[src/rtl/dmaag_pkg.sv]
package dmaag_pkg;
  typedef enum logic [1:0] {
    STEP_HOLD = 2'b00,
    STEP_UP   = 2'b01,
    STEP_DOWN = 2'b10,
    STEP_IDX  = 2'b11
  } step_mode_e;
endpackage

[src/rtl/dmaag_step.sv]
module dmaag_step #(
  parameter int W = 16
) (
  input  logic [1:0]   mode,
  input  logic         dbl,
  input  logic [W-1:0] index,
  output logic [W-1:0] step
);
  import dmaag_pkg::*;
  localparam logic [W-1:0] ONE     = W'(1);
  localparam logic [W-1:0] TWO     = W'(2);
  localparam logic [W-1:0] NEG_ONE = '1;
  localparam logic [W-1:0] NEG_TWO = '1 - ONE;

  always_comb begin
    unique case (step_mode_e'(mode))
      STEP_HOLD: step = '0;
      STEP_UP:   step = dbl ? TWO : ONE;
      STEP_DOWN: step = dbl ? NEG_TWO : NEG_ONE;
      default:   step = index;
    endcase
  end
endmodule

[src/rtl/dmaag_reg.sv]
module dmaag_reg #(
  parameter int W = 16
) (
  input  logic         clk,
  input  logic         rst,
  input  logic         load,
  input  logic [W-1:0] load_val,
  input  logic         adv,
  input  logic [W-1:0] step,
  output logic [W-1:0] addr
);
  always_ff @(posedge clk) begin
    if (rst)       addr <= '0;
    else if (load) addr <= load_val;
    else if (adv)  addr <= addr + step;
  end
endmodule

[src/rtl/dmaag_addr_gen.sv]
module dmaag_addr_gen #(
  parameter int ADDR_W = 16
) (
  input  logic              clk,
  input  logic              rst,
  input  logic              src_load,
  input  logic [ADDR_W-1:0] src_load_val,
  input  logic              dst_load,
  input  logic [ADDR_W-1:0] dst_load_val,
  input  logic              rd_done,
  input  logic              wr_done,
  input  logic              dbl_mode,
  input  logic [1:0]        src_mode,
  input  logic [1:0]        dst_mode,
  input  logic [ADDR_W-1:0] src_index,
  input  logic [ADDR_W-1:0] dst_index,
  output logic [ADDR_W-1:0] src_addr,
  output logic [ADDR_W-1:0] dst_addr
);
  localparam int SIDES = 2;

  logic [SIDES-1:0]             load_v, adv_v;
  logic [SIDES-1:0][1:0]        mode_v;
  logic [SIDES-1:0][ADDR_W-1:0] lval_v, idx_v, step_v, addr_v;

  assign load_v = {dst_load, src_load};
  assign adv_v  = {wr_done, rd_done};
  assign mode_v = {dst_mode, src_mode};
  assign lval_v = {dst_load_val, src_load_val};
  assign idx_v  = {dst_index, src_index};

  for (genvar s = 0; s < SIDES; s++) begin : g_side
    dmaag_step #(.W(ADDR_W)) step_i (
      .mode  (mode_v[s]),
      .dbl   (dbl_mode),
      .index (idx_v[s]),
      .step  (step_v[s])
    );
    dmaag_reg #(.W(ADDR_W)) reg_i (
      .clk      (clk),
      .rst      (rst),
      .load     (load_v[s]),
      .load_val (lval_v[s]),
      .adv      (adv_v[s]),
      .step     (step_v[s]),
      .addr     (addr_v[s])
    );
  end

  assign src_addr = addr_v[0];
  assign dst_addr = addr_v[1];
endmodule

[config.mk]
export PLATFORM = sky130hd
export DESIGN_NAME = dmaag_addr_gen
export DESIGN_NICKNAME = d
export VERILOG_FILES = /design/src/rtl/dmaag_pkg.sv /design/src/rtl/dmaag_step.sv /design/src/rtl/dmaag_reg.sv /design/src/rtl/dmaag_addr_gen.sv
export SDC_FILE = /design/constraint.sdc
export NUM_CORES = 1
export LEC_CHECK = 0
export ABC_CLOCK_PERIOD_IN_PS = 7800
export CAP_MARGIN = 20
export CELL_PAD_IN_SITES_DETAIL_PLACEMENT = 1
export CELL_PAD_IN_SITES_GLOBAL_PLACEMENT = 1
export CORE_ASPECT_RATIO = 0.7
export CORE_MARGIN = 2
export CORE_UTILIZATION = 36
export DETAILED_ROUTE_END_ITERATION = 6
export GPL_ROUTABILITY_DRIVEN = 1
export PLACE_DENSITY = 0.95
export REMOVE_ABC_BUFFERS = 1
export SYNTH_ARGS = -nofsm -noshare
export SYNTH_HDL_FRONTEND = slang
export SYNTH_SLANG_ARGS = --single-unit
export TNS_END_PERCENT = 30
[constraint.sdc]
create_clock -name clk -period 7.8 [get_ports clk]
set_input_delay 1.17 -clock clk [delete_from_list [all_inputs] [get_ports clk]]
set_output_delay 1.17 -clock clk [all_outputs]
set_load 0.01 [all_outputs]
==> impl_metrics.py <==
metrics = {
    "layout": {
        "final_nets": 637,
        "final_layout_size_suffix_gt1_share_pct": 3.40,
        "final_cells": 650,
        "num_antenna_cells": 0,
        "areaGrowthSynthToFinish_pct": 40.1,
        "largestRegisters": "g_side.reg_i.addr: 32 flops",
        "largest_register_ffs": 32,
        "regMostFlops": "g_side.reg_i.addr",
    },
    "grt": {
        "met2_usage_pct": 42.0,
        "use_met3_pct": 3.65,
        "grt_antenna_before_repair": 0,
        "grt_pass1_vias": 3809,
        "top_usage_layer": "met2",
        "grt_usage_pct": 25.8,
        "overflow": 0,
        "grt_start_max_net_pins": 36,
        "grt_first_pass_wirelength_mm": 19.8,
        "met1_usage_pct": 35.4,
    },
    "synthesis": {
        "synth_xor_xnor_area_share_pct": 6.24,
        "synth_mux_area_share_pct": 4.65,
        "synthCells": 436,
        "synthAdderAreaFrac_pct": 12.9,
        "synth_warnings": 0,
        "netlist_area_mm2": 0.00323,
        "async_flop_share_pct": 0,
        "yosys.area_share.simple_pct": 17.6,
        "synth_compound_area_share_pct": 32.7,
        "ys.flop_type": "dfxtp_1",
        "synth-edff-count": 0,
        "synth.yosys.seq_area_share_pct": 19.8,
        "ys_types": 55,
        "avgSynthCellArea_um2": 7.41,
        "synth_top_family_by_area": "compound AO/OA/AOI/OAI gates",
        "ys_ff_latch": 32,
    },
    "worst_setup_path": {
        "worstPathRequired_ns": 8.00,
        "crit_fanout": 18,
        "crit_arrival_ns": 4.46,
        "setup.worst_path.end_class": "flop",
        "cp-start-kind": "primary input",
        "worstSetupPathType": "primary input to flop",
    },
    "clock_tree": {
        "clkTransAtPathRegs_ns": 0.05,
        "cts_setup_buffers": 0,
        "ctsRootBufferMaster": "clkbuf_16",
        "clkLatencyLatePin_ns": 0.28,
        "clk_path_buf_depth": 2,
        "h-tree-depth": 2,
        "cts_tree": "built",
        "cts_hold_buffers": 0,
        "cts_sinks": 32,
        "numCtsBuffers": 5,
        "cts_resized": 0,
    },
    "die": {
        "initial_core_util_pct": 37.6,
        "die_w_um": 117,
        "dieHeight_um": 83.2,
        "dieArea_mm2": 0.00976,
        "core.rowCount": 28,
        "core_area_mm2": 0.00858,
        "ioPinCount": 107,
    },
    "place": {
        "dp_cells": 643,
        "place_hpwl_mm": 9.32,
        "portBuffers": 106,
        "gp_congestion": 0.895,
    },
    "timing": {
        "tightest_slew_ns": 0.898,
        "timing.final.crit_share_pct": 54.6,
        "clock.fmax_mhz": 235,
        "rsz0062_at_grt": "no",
        "fin_skew_ns": 0.00368,
        "hold_viol_final": 0,
        "final.setup.tns_ns": 0,
        "setup_violations": 0,
        "drv_slew": 0,
        "relSlewSlack_pct": 40.0,
        "fin_crit_ns": 4.26,
    },
    "routing": {
        "via_per_inst": 5.67,
        "routedWlPerCell_um": 19.0,
        "drc_errors": 0,
        "vias": 3684,
        "routed_wl_mm": 12.4,
        "antenna_left": 0,
        "first_pass_iters": 4,
        "drt_iter0_markers": 167,
    },
    "pwr": {
        "peakVddDrop_mv": 0.0978,
        "powerDensity_mw_per_mm2": 155,
        "p_leak_nw": 1.89,
    },
    "flow_run": {
        "max_cap_violations": 0,
    },
    "outcome": {
        "status": "complete, no violations",
    },
    "worst_hold_path": {
        "worstHoldPathType": "flop to flop",
    },
}
metrics by stage:
step | setup slack (ns) | power, W | hold slack [ns] | utilization [%] | instance area (um2)
floorplan | 4.44 | 0.000355 | 0.547 | - | 3140
global placement | 3.50 | 0.000469 | 0.519 | 50.9 | 4370
detailed placement | 3.30 | 0.000485 | 0.555 | 50.9 | 4370
CTS | 3.59 | 0.000703 | 0.567 | 52.7 | 4520
global route | 3.23 | 0.000741 | 0.598 | 52.7 | 4520
finish | 3.54 | 0.000703 | 0.566 | 52.7 | 4520
final cells by class:
cell class	instances	area [um2]
Fill cell	1064	4060
Multi-Input combinational cell	354	2390
Timing Repair Buffer	109	1080
Sequential cell	32	641
Clock buffer	7	153
Tap cell	120	150
Inverter	28	105
per-layer routing:
| metal | routed length, um | share of wire [%] |
|---|---|---|
| met1 | 5810 | 47 |
| met2 | 5780 | 47 |
| met3 | 625 | 5.1 |
| met4 | 155 | 1.3 |
| met5 | 0 | 0 |
cell usage in the layout, fill, tap and decap left out, types with 6 or more instances in the layout:
cell,n
ha_1,30
a21oi_1,52
dfxtp_1,32
nor3_1,6
inv_1,26
o21ai_0,28
nand3_1,10
a211oi_1,14
xnor2_1,20
nand2_1,32
clkdlybuf4s50_1,106
a21o_1,10
mux2i_1,15
nor2_1,40
o211ai_1,7
o21a_1,14
critical path: stages:
cell and delay [ns]:
clkdlybuf4s50_1 0.93, o31ai_1 0.18, ha_1 0.26, fa_1 0.43, a211oi_1 0.33, o211ai_1 0.20, a41oi_1 0.47, o21ai_0 0.19
xnor2_1 0.15, o21ai_0 0.14
cell families after synthesis:
group,after synthesis
AO/OA/AOI/OAI,165
XOR/XNOR,23
adder cells (fa/ha/maj),32
buffers and inverters,50
flip-flops,32
multiplexers,15
AND/OR/NAND/NOR,119
cells in the mapped netlist (2+ instances only):
| library cell | count | area share (%) |
|---|---|---|
| clkbuf_1 | 16 | 1.9 |
| xor2_1 | 3 | 0.81 |
| buf_1 | 4 | 0.46 |
| nand3b_1 | 2 | 0.46 |
| inv_1 | 26 | 3.0 |
| o21bai_1 | 5 | 1.2 |
| nor3b_1 | 5 | 1.2 |
| o21ai_2 | 2 | 0.54 |
| dfxtp_1 | 32 | 20 |
| nor3_1 | 6 | 0.93 |
| and2_1 | 4 | 0.77 |
| xnor2_1 | 20 | 5.4 |
| nor2b_1 | 4 | 0.77 |
| ha_1 | 30 | 12 |
| nor2_1 | 40 | 4.6 |
| o2111ai_1 | 2 | 0.54 |
| a2111oi_0 | 2 | 0.54 |
| a211oi_1 | 14 | 3.3 |
| o211ai_1 | 7 | 1.6 |
| o21ai_1 | 2 | 0.31 |
| o211a_1 | 2 | 0.62 |
| nand4_1 | 2 | 0.39 |
| o21a_1 | 14 | 3.3 |
| o221ai_1 | 2 | 0.54 |
| o21ai_0 | 28 | 4.3 |
| nand3_1 | 10 | 1.5 |
| or3_1 | 3 | 0.58 |
| mux2i_1 | 15 | 4.6 |
| a21o_1 | 10 | 2.3 |
| a221oi_1 | 4 | 1.1 |
| a31oi_1 | 5 | 0.97 |
| nand2b_1 | 3 | 0.58 |
| a32oi_1 | 2 | 0.54 |
| nand2_1 | 32 | 3.7 |
| fa_1 | 2 | 1.2 |
| o22ai_1 | 3 | 0.58 |
| a31o_2 | 2 | 0.54 |
| a21oi_1 | 52 | 8.1 |
| and3_1 | 3 | 0.58 |
worst paths after layout:
path / start / slack, ns / cells after the start / end
worst max-delay path: dst_mode[1] / 3.54 / 10 / g_side[1].reg_i.addr[14]
worst min-delay path: g_side[1].reg_i.addr[13] / 0.57 / 2 / g_side[1].reg_i.addr[13]
worst max register to register: g_side[1].reg_i.addr[0] / 5.24 / 8 / g_side[1].reg_i.addr[14]
worst min register to register: g_side[1].reg_i.addr[13] / 0.57 / 2 / g_side[1].reg_i.addr[13]
report_power, final:
| part | total [W] | switching [W] | internal [W] |
|---|---|---|---|
| Sequential | 0.000194 | 0.0000150 | 0.000179 |
| Combinational | 0.000294 | 0.000151 | 0.000143 |
| Clock | 0.000214 | 0.0000801 | 0.000134 |
| Total | 0.000702 | 0.000246 | 0.000456 |
Note: power is estimated with default switching activity, not from simulation.
